## src/rtl/wfifo_pkg.sv

```systemverilog
package wfifo_pkg;
  localparam int REG_AW = 3;

  localparam logic [REG_AW-1:0] ADDR_CTRL   = 3'd0;
  localparam logic [REG_AW-1:0] ADDR_LEVEL  = 3'd1;
  localparam logic [REG_AW-1:0] ADDR_FLAGS  = 3'd2;
  localparam logic [REG_AW-1:0] ADDR_TXPORT = 3'd3;
  localparam logic [REG_AW-1:0] ADDR_RXPORT = 3'd4;

  localparam int TRIG_W      = 3;
  localparam int CTRL_RXFLSH = 0;
  localparam int CTRL_TXFLSH = 1;
  localparam int RXTRIG_LSB  = 2;
  localparam int TXTRIG_LSB  = 5;

  localparam int FLAG_RXREQ = 0;
  localparam int FLAG_TXREQ = 1;
  localparam int FLAG_RXUDF = 4;
  localparam int FLAG_TXOVF = 5;

  localparam int LEVEL_W = 4;

  typedef struct packed {
    logic txPush;
    logic rxPop;
    logic txFlush;
    logic rxFlush;
  } dpStrobe_t;
endpackage

```

## src/rtl/wfifo_wordq.sv

```systemverilog
module wfifo_wordq #(
  parameter int WIDTH = 32,
  parameter int DEPTH = 8
) (
  input  logic             clk,
  input  logic             rstN,
  input  logic             flush,
  input  logic             push,
  input  logic [WIDTH-1:0] pushData,
  input  logic             pop,
  output logic [WIDTH-1:0] head,
  output logic [$clog2(DEPTH+1)-1:0] count
);
  localparam int AW = (DEPTH > 1) ? $clog2(DEPTH) : 1;
  localparam int CW = $clog2(DEPTH + 1);
  localparam logic [CW-1:0] FULL_CNT = CW'(DEPTH);
  localparam logic [AW-1:0] LAST_IDX = AW'(DEPTH - 1);

  logic [WIDTH-1:0] mem [DEPTH];
  logic [AW-1:0] wrPtr, rdPtr;
  logic doPush, doPop;

  assign doPop  = pop && (count != '0);
  assign doPush = push && ((count != FULL_CNT) || doPop);
  assign head   = mem[rdPtr];

  always_ff @(posedge clk) begin
    if (doPush && !flush) mem[wrPtr] <= pushData;
  end

  always_ff @(posedge clk or negedge rstN) begin
    if (!rstN) begin
      wrPtr <= '0;
      rdPtr <= '0;
      count <= '0;
    end else if (flush) begin
      wrPtr <= '0;
      rdPtr <= '0;
      count <= '0;
    end else begin
      if (doPush) wrPtr <= (wrPtr == LAST_IDX) ? '0 : wrPtr + 1'b1;
      if (doPop)  rdPtr <= (rdPtr == LAST_IDX) ? '0 : rdPtr + 1'b1;
      case ({doPush, doPop})
        2'b10:   count <= count + 1'b1;
        2'b01:   count <= count - 1'b1;
        default: count <= count;
      endcase
    end
  end

  // the occupancy never exceeds the depth
  p_count_bound_r5: assert property (@(posedge clk) disable iff (!rstN)
    count <= FULL_CNT);

  // a flush leaves the queue empty on the next cycle
  p_flush_empties_r6: assert property (@(posedge clk) disable iff (!rstN)
    flush |=> (count == '0));
endmodule

```

## src/rtl/wfifo_dp.sv

```systemverilog
module wfifo_dp
  import wfifo_pkg::*;
#(
  parameter int WORD_BYTES = 4,
  parameter int DEPTH      = 8
) (
  input  logic                   clk,
  input  logic                   rstN,
  input  dpStrobe_t              strobe,
  input  logic [8*WORD_BYTES-1:0] swWrData,
  input  logic                   txByteTake,
  input  logic                   txLast,
  output logic [7:0]             txByte,
  output logic                   txByteValid,
  input  logic [7:0]             rxByte,
  input  logic                   rxByteValid,
  input  logic                   rxLast,
  output logic                   rxByteReady,
  output logic [$clog2(DEPTH+1)-1:0] txCount,
  output logic [$clog2(DEPTH+1)-1:0] rxCount,
  output logic [8*WORD_BYTES-1:0] rxHead
);
  localparam int DW = 8 * WORD_BYTES;
  localparam int CW = $clog2(DEPTH + 1);
  localparam int LW = (WORD_BYTES > 1) ? $clog2(WORD_BYTES) : 1;
  localparam logic [LW-1:0] TOP_LANE = LW'(WORD_BYTES - 1);

  // transmit: unpack head word byte by byte
  logic [DW-1:0] txHead;
  logic [LW-1:0] txLane;
  logic txTake, txWordDone;

  assign txByteValid = (txCount != '0);
  assign txByte      = txHead[{txLane, 3'b000} +: 8];
  assign txTake      = txByteTake && txByteValid;
  assign txWordDone  = txTake && ((txLane == TOP_LANE) || txLast);

  always_ff @(posedge clk or negedge rstN) begin
    if (!rstN)               txLane <= '0;
    else if (strobe.txFlush) txLane <= '0;
    else if (txTake)         txLane <= txWordDone ? '0 : txLane + 1'b1;
  end

  wfifo_wordq #(.WIDTH(DW), .DEPTH(DEPTH)) txQ_i (
    .clk(clk), .rstN(rstN), .flush(strobe.txFlush),
    .push(strobe.txPush), .pushData(swWrData),
    .pop(txWordDone), .head(txHead), .count(txCount)
  );

  // receive: pack bytes into a word
  logic [DW-1:0] rxAcc, rxWord;
  logic [LW-1:0] rxLane;
  logic rxAccept, rxWordDone;

  assign rxByteReady = (rxCount != CW'(DEPTH));
  assign rxAccept    = rxByteValid && rxByteReady;
  assign rxWord      = rxAcc | (DW'(rxByte) << {rxLane, 3'b000});
  assign rxWordDone  = rxAccept && ((rxLane == TOP_LANE) || rxLast);

  always_ff @(posedge clk or negedge rstN) begin
    if (!rstN) begin
      rxLane <= '0;
      rxAcc  <= '0;
    end else if (strobe.rxFlush) begin
      rxLane <= '0;
      rxAcc  <= '0;
    end else if (rxAccept) begin
      rxLane <= rxWordDone ? '0 : rxLane + 1'b1;
      rxAcc  <= rxWordDone ? '0 : rxWord;
    end
  end

  wfifo_wordq #(.WIDTH(DW), .DEPTH(DEPTH)) rxQ_i (
    .clk(clk), .rstN(rstN), .flush(strobe.rxFlush),
    .push(rxWordDone), .pushData(rxWord),
    .pop(strobe.rxPop), .head(rxHead), .count(rxCount)
  );

  // a byte taken with the last marker restarts at lane zero
  p_tx_last_restart_r3: assert property (@(posedge clk) disable iff (!rstN)
    (txByteTake && txByteValid && txLast) |=> (txLane == '0));

  // a completed receive word leaves the packing state empty
  p_rx_word_clears_r4: assert property (@(posedge clk) disable iff (!rstN)
    (rxByteValid && rxByteReady && rxLast) |=> (rxAcc == '0));
endmodule

```

## src/rtl/wfifo_ctrl.sv

```systemverilog
module wfifo_ctrl
  import wfifo_pkg::*;
#(
  parameter int WORD_BYTES = 4,
  parameter int DEPTH      = 8
) (
  input  logic                   clk,
  input  logic                   rstN,
  input  logic                   regWrEn,
  input  logic                   regRdEn,
  input  logic [REG_AW-1:0]      regAddr,
  input  logic [7:0]             ctrlWrData,
  output logic [8*WORD_BYTES-1:0] regRdData,
  input  logic [$clog2(DEPTH+1)-1:0] txCount,
  input  logic [$clog2(DEPTH+1)-1:0] rxCount,
  input  logic [8*WORD_BYTES-1:0] rxHead,
  output dpStrobe_t              strobe,
  output logic                   txDataReq,
  output logic                   rxDataReq
);
  localparam int CW = $clog2(DEPTH + 1);

  logic [TRIG_W-1:0] txTrig, rxTrig;
  logic txFlushPend, rxFlushPend, txOvf, rxUdf;
  logic [CW-1:0] txFree;
  logic wrCtrl, wrFlags, wrTxPort, rdRxPort;

  assign txFree   = CW'(DEPTH) - txCount;
  assign wrCtrl   = regWrEn && (regAddr == ADDR_CTRL);
  assign wrFlags  = regWrEn && (regAddr == ADDR_FLAGS);
  assign wrTxPort = regWrEn && (regAddr == ADDR_TXPORT);
  assign rdRxPort = regRdEn && (regAddr == ADDR_RXPORT);

  assign strobe.txPush  = wrTxPort && (txFree != '0);
  assign strobe.rxPop   = rdRxPort && (rxCount != '0);
  assign strobe.txFlush = txFlushPend;
  assign strobe.rxFlush = rxFlushPend;

  assign txDataReq = (int'(txFree)  >= int'(txTrig) + 1);
  assign rxDataReq = (int'(rxCount) >= int'(rxTrig) + 1);

  always_ff @(posedge clk or negedge rstN) begin
    if (!rstN) begin
      txTrig <= '0; rxTrig <= '0;
      txFlushPend <= 1'b0; rxFlushPend <= 1'b0;
      txOvf <= 1'b0; rxUdf <= 1'b0;
    end else begin
      txFlushPend <= wrCtrl && ctrlWrData[CTRL_TXFLSH];
      rxFlushPend <= wrCtrl && ctrlWrData[CTRL_RXFLSH];
      if (wrCtrl) begin
        txTrig <= ctrlWrData[TXTRIG_LSB +: TRIG_W];
        rxTrig <= ctrlWrData[RXTRIG_LSB +: TRIG_W];
      end
      if (wrTxPort && (txFree == '0))         txOvf <= 1'b1;
      else if (wrFlags && ctrlWrData[FLAG_TXOVF]) txOvf <= 1'b0;
      if (rdRxPort && (rxCount == '0))        rxUdf <= 1'b1;
      else if (wrFlags && ctrlWrData[FLAG_RXUDF]) rxUdf <= 1'b0;
    end
  end

  always_comb begin
    regRdData = '0;
    case (regAddr)
      ADDR_CTRL: begin
        regRdData[TXTRIG_LSB +: TRIG_W] = txTrig;
        regRdData[RXTRIG_LSB +: TRIG_W] = rxTrig;
        regRdData[CTRL_TXFLSH] = txFlushPend;
        regRdData[CTRL_RXFLSH] = rxFlushPend;
      end
      ADDR_LEVEL: begin
        regRdData[LEVEL_W +: LEVEL_W] = LEVEL_W'(txFree);
        regRdData[0 +: LEVEL_W]       = LEVEL_W'(rxCount);
      end
      ADDR_FLAGS: begin
        regRdData[FLAG_TXOVF] = txOvf;
        regRdData[FLAG_RXUDF] = rxUdf;
        regRdData[FLAG_TXREQ] = txDataReq;
        regRdData[FLAG_RXREQ] = rxDataReq;
      end
      ADDR_RXPORT: regRdData = (rxCount != '0) ? rxHead : '0;
      default: regRdData = '0;
    endcase
  end

  // a flush bit returns to zero once its flush has run
  p_flush_self_clear_r6: assert property (@(posedge clk) disable iff (!rstN)
    (txFlushPend && !(regWrEn && regAddr == ADDR_CTRL && ctrlWrData[CTRL_TXFLSH]))
      |=> !txFlushPend);

  // writing into a full transmit queue raises the overflow flag
  p_ovf_sets_r9: assert property (@(posedge clk) disable iff (!rstN)
    (regWrEn && regAddr == ADDR_TXPORT && txCount == CW'(DEPTH)) |=> txOvf);

  // the overflow flag holds until cleared by a write of one
  p_ovf_sticky_r9: assert property (@(posedge clk) disable iff (!rstN)
    (txOvf && !(regWrEn && regAddr == ADDR_FLAGS && ctrlWrData[FLAG_TXOVF])) |=> txOvf);

  // reading an empty receive queue raises the underflow flag
  p_udf_sets_r10: assert property (@(posedge clk) disable iff (!rstN)
    (regRdEn && regAddr == ADDR_RXPORT && rxCount == '0) |=> rxUdf);
endmodule

```

## src/rtl/word_fifo_pair.sv

```systemverilog
module word_fifo_pair
  import wfifo_pkg::*;
#(
  parameter int WORD_BYTES = 4,
  parameter int DEPTH      = 8
) (
  input  logic                    clk,
  input  logic                    rstN,
  input  logic                    regWrEn,
  input  logic                    regRdEn,
  input  logic [2:0]              regAddr,
  input  logic [8*WORD_BYTES-1:0] regWrData,
  output logic [8*WORD_BYTES-1:0] regRdData,
  output logic                    txDataReq,
  output logic                    rxDataReq,
  output logic [7:0]              txByte,
  output logic                    txByteValid,
  input  logic                    txByteTake,
  input  logic                    txLast,
  input  logic [7:0]              rxByte,
  input  logic                    rxByteValid,
  input  logic                    rxLast,
  output logic                    rxByteReady
);
  localparam int DW = 8 * WORD_BYTES;
  localparam int CW = $clog2(DEPTH + 1);

  dpStrobe_t strobe;
  logic [CW-1:0] txCount, rxCount;
  logic [DW-1:0] rxHead;

  wfifo_ctrl #(.WORD_BYTES(WORD_BYTES), .DEPTH(DEPTH)) ctrl_i (
    .clk(clk), .rstN(rstN), .regWrEn(regWrEn), .regRdEn(regRdEn),
    .regAddr(regAddr), .ctrlWrData(regWrData[7:0]), .regRdData(regRdData),
    .txCount(txCount), .rxCount(rxCount), .rxHead(rxHead),
    .strobe(strobe), .txDataReq(txDataReq), .rxDataReq(rxDataReq)
  );

  wfifo_dp #(.WORD_BYTES(WORD_BYTES), .DEPTH(DEPTH)) dp_i (
    .clk(clk), .rstN(rstN), .strobe(strobe), .swWrData(regWrData),
    .txByteTake(txByteTake), .txLast(txLast), .txByte(txByte),
    .txByteValid(txByteValid), .rxByte(rxByte), .rxByteValid(rxByteValid),
    .rxLast(rxLast), .rxByteReady(rxByteReady),
    .txCount(txCount), .rxCount(rxCount), .rxHead(rxHead)
  );
endmodule

```

## config.mk

```make
export PLATFORM = sky130hd
export DESIGN_NAME = word_fifo_pair
export DESIGN_NICKNAME = d
export VERILOG_FILES = /design/src/rtl/wfifo_pkg.sv /design/src/rtl/wfifo_wordq.sv /design/src/rtl/wfifo_dp.sv /design/src/rtl/wfifo_ctrl.sv /design/src/rtl/word_fifo_pair.sv
export SDC_FILE = /design/constraint.sdc
export NUM_CORES = 1
export LEC_CHECK = 0
export ABC_AREA = 1
export BUFFER_PORTS_ARGS = -buffer_cell sky130_fd_sc_hd__clkbuf_2
export CAP_MARGIN = 20
export CORE_ASPECT_RATIO = 1.1
export CORE_UTILIZATION = 50
export DETAILED_ROUTE_END_ITERATION = 8
export PLACE_DENSITY = 0.67
export SETUP_SLACK_MARGIN = 0.05
export SLEW_MARGIN = 20
export SYNTH_ARGS = -nofsm -noshare
export SYNTH_HDL_FRONTEND = slang
export SYNTH_SLANG_ARGS = --single-unit
```

## constraint.sdc

```tcl
create_clock -name clk -period 6.35 [get_ports clk]
set_input_delay 0.3175 -clock clk [delete_from_list [all_inputs] [get_ports clk]]
set_output_delay 0.3175 -clock clk [all_outputs]
set_load 0.01 [all_outputs]
```

==> run_results.csv <==
group,metric,value,unit
run_status,outcome,"complete, no violations",
route,route.layer.met1.wl,22.60,mm
logic_synthesis,synth.avg_cell_area,11.75,um^2
pwr,total_design_power,12.00,mW
critical_path,worstPathCellList,"clkinv_2 -> buf_4 -> o21ai_0 -> o22ai_1 -> o21ai_0 -> o21ai_1 -> clkbuf_2",
logic_synthesis,post_synth_inst_count,2042,
logic_synthesis,synthesis.area,23990,um^2
clocking,clockBufferDepth,3,
logic_synthesis,synth-edff-count,512,
logic_synthesis,yosys_warnings,0,
pwr,power.leakage,10.12,nW
global_route,grt_use_total,23.31,%
sta,period_share,66.09,%
pwr,worst_ir_drop_vdd,0.3065,mV
sta,maxSlewViolCount,0,
final_layout,area_delta_synth_final,14.40,%
sta,timing.final.crit_period,4197,ps
logic_synthesis,yosysSeqAreaShare,70.98,%
pwr,power.switching_fraction,34.65,%
sta,timing.final.hold_violations,0,
logic_synthesis,postSynth.topFlopCell,"edfxtp_1",
clocking,cts.htree.levels,2,
logic_synthesis,ys_types,43,
critical_path,critPathLaunchType,"flip-flop",
critical_path,end_kind,"primary output",
placed_design,placed_cells,2685,
critical_path,critical-path-top-delay-family,"buffers and inverters",
placed_design,dp_worst_setup_slack,2756,ps
logic_synthesis,synth.most_common_cell,"edfxtp_1",
logic_synthesis,synth_top_area_share,64.10,%
clocking,post-cts-setup-buffers,0,
sta,maxClockFrequency,0.2383,GHz
global_route,globalRouteOverflowTotal,0,
critical_path,critical-path-top-cell-by-count,"o21ai_0",
placed_design,gpl.final_weighted_congestion,0.8446,
die,initial_cell_density_of_the_core,50.99,%
sta,timing.clock.skew,29.35,ps
sta,fin_ws,2153,ps
run,max-cap-violations,0,
sta,tns,0,ps
die,std_cell_core_area,47040,um^2
critical_path,worst-path-buf-inv,3,
route,drtAntennaViolNets,0,
die,dieWidth,210.8,um
global_route,first_pass_grt_wire_length,87.25,mm
global_route,grt_max_degree,88,
route,dr.first_iter.drc_count,1160,
route,remaining_drc_errors,0,
logic_synthesis,ys_async_sr_fraction,11.42,%
clocking,cts-resized-gates,0,
clocking,clkSinkCount,578,
clocking,numCtsBuffers,57,
critical_path,timing.critical_path.fanout_max,79,
pwr,power_dissipated_by_switching_net_loads,4.157,mW
logic_synthesis,synth.ff_latch_count,578,
sta,rsz0062_at_grt,"false",
route,drtPass1Iterations,5,
critical_path,timing.setup.critical_path_class,"flip-flop to primary output",
final_layout,layout.filler_cells,3741,
route,dr_wl_met2,28.90,mm
critical_path,cp_data_arrival_time,3880,ps
logic_synthesis,postSynthNetCount,2118,
critical_path,cp.required,6030,ps
logic_synthesis,ys_top_cells_by_count,"512 x edfxtp_1, 389 x nand2_1, 243 x nor2_1",
critical_path,worst_path_largest_cell_delay,950,ps
clocking,clock_insertion_delay_worst_skew,620,ps
final_layout,finish.utilization,58.33,%
route,drt-wirelength-per-cell,20.12,um
placed_design,dp_hpwl,32.83,mm
final_layout,final_cells,2818,
sta,count_of_final_setup_violators,0,
clocking,clk_root_buffer_cell,"clkbuf_16",
pwr,clock_power_share,29.9,%
final_layout,drive_above_1_share,12.43,%
die,top_level_ports,95,
sta,timing.max_slew.rel_slack,29.62,%
die,number_of_core_rows,83,
pwr,intPower,7.840,mW
global_route,initial_antenna_violation_count,2,
critical_path,critPathSlowestCell,"clkinv_2",
pwr,comb_power_share,28.8,%
route,avgViaCountPerCell,5.650,
final_layout,finalNetCount,2208,
route,routed_wire_length,56.69,mm
clocking,cts_tree,"yes",
route,maxUsedRoutingLayer,"met5",
pwr,p_seq_share,41.4,%
clocking,path_clk_slew,60,ps
logic_synthesis,yosys.area.top_type,"edfxtp_1",
route,met3_wirelength,3.257,mm
die,die_h,231.7,um
hold_path,worst_hold_path_type,"input pin to flip-flop",
pwr,power_density,437.2,nW/um^2
route,dr_total_vias,15921,
global_route,grt_pass1_vias,15632,
sta,least_margin_pin_slew,1045,ps
logic_synthesis,cell_types_occupying_the_most_area_after_synthesis,"edfxtp_1 64%, dfrtp_1 6.9%, nand2_1 6.1%",
placed_design,placement.io_buffers,94,
die,total_die_area,48850,um^2
[cell usage in the layout, fill, tap and decap left out, drive strengths merged, types with 15 or more instances in the layout]
master / n
clkbuf: 165
inv: 84
nand2: 397
o21ai: 204
nand3: 188
o22ai: 39
a21oi: 58
buf: 31
o211ai: 15
ha: 23
a31oi: 31
clkinv: 25
dlygate4sd3: 22
nand4: 16
dfrtp: 66
edfxtp: 512
nor2: 247
[metrics by stage]
step / hold WS (ps) / area [um^2]
5_1_grt: 9.569 / 27440
2_1_floorplan: 21.91 / 23990
3_5_place_dp: 512.8 / 25160
6_report: 17.38 / 27440
4_1_cts: 1.109 / 27390
3_3_place_gp: 496.5 / 25010
[layer usage]
layer  vias up  global-route usage [%]
li1       7451                       -
met1      7839                   28.61
met2       495                   40.65
met3       134                   3.963
met4         2                   9.918
met5         -                       0
[flip-flops by register name, indices dropped and copies added (netlist names)]
signal and count:
dp_i.rxQ_i.count 4, ctrl_i.rxTrig 3, ctrl_i.txTrig 3, ctrl_i.rxFlushPend 1, dp_i.txLane 2, dp_i.txQ_i.mem 256
ctrl_i.rxUdf 1, dp_i.rxQ_i.wrPtr 3, dp_i.rxQ_i.rdPtr 3, dp_i.txQ_i.rdPtr 3, ctrl_i.txOvf 1, dp_i.rxLane 2
dp_i.rxQ_i.mem 256, ctrl_i.txFlushPend 1, dp_i.txQ_i.wrPtr 3, dp_i.txQ_i.count 4, dp_i.rxAcc 32
[worst reg2reg max path: cells and delay by family, from the launching register on]
kind / cells / cell delay (ps)
and+or+nand+nor: 5 / 1310
DFF: 1 / 780
buffers and inverters: 2 / 460
adders and majority gates: 1 / 260
[logic make-up after synthesis]
family | synth area share (%)
and+or+nand+nor | 14.95
DFF | 70.98
AOI/OAI and AO/OA | 8.753
buffers and inverters | 3.589
adders and majority gates | 1.367
xor gates and xnor gates | 0.2191
muxes | 0.1408
[worst paths after layout]
path	startpoint	endpoint	slack, ps	depth (start not counted)
worst min-delay path	txByteTake	dp_i.txLane[1]$_DFFE_PN0P_	20	3
max in group asynchronous	rstN	dp_i.rxQ_i.rdPtr[0]$_DFFE_PN0P_	5240	2
min in group asynchronous	rstN	ctrl_i.txOvf$_DFFE_PN0P_	380	2
worst min register to register	dp_i.rxAcc[3]$_DFFE_PN0P_	dp_i.rxAcc[3]$_DFFE_PN0P_	540	2
worst max-delay path	dp_i.rxQ_i.rdPtr[0]$_DFFE_PN0P_	regRdData[4]	2150	7
worst max register to register	dp_i.rxLane[0]$_DFFE_PN0P_	dp_i.rxQ_i.mem[1][28]$_DFFE_PP_	3210	8
[power by group through the flow]
stage               clock network [mW]  logic (mW)  registers (mW)
floorplan                            0        2.51            4.86
global placement                     0        3.33            5.02
detailed placement                   0        3.42            5.04
CTS                               3.63        3.46            4.96
global route                      3.76        3.86            5.01
finish                            3.59        3.45            4.96
[area by class of cell]
| cell class | count | area, um^2 | share of cell area [%] |
|---|---|---|---|
| diodes | 1 | 2.502 | 0.009119 |
| clock buffers | 72 | 1534 | 5.590 |
| clock inverters | 35 | 476.7 | 1.737 |
| inverters | 86 | 327.8 | 1.195 |
| multi-input cells | 1263 | 6221 | 22.67 |
| flip-flops and latches | 578 | 17040 | 62.08 |
| well taps | 637 | 797.0 | 2.904 |
| repair buffers | 146 | 1046 | 3.812 |
[repair_timing]
action | in CTS | in global routing
endpoints found under the hold margin | 209 | 0
setup endpoints to repair | 0 | 0
hold buffers | 22 | 0
Note: power is estimated with default switching activity, not from simulation.
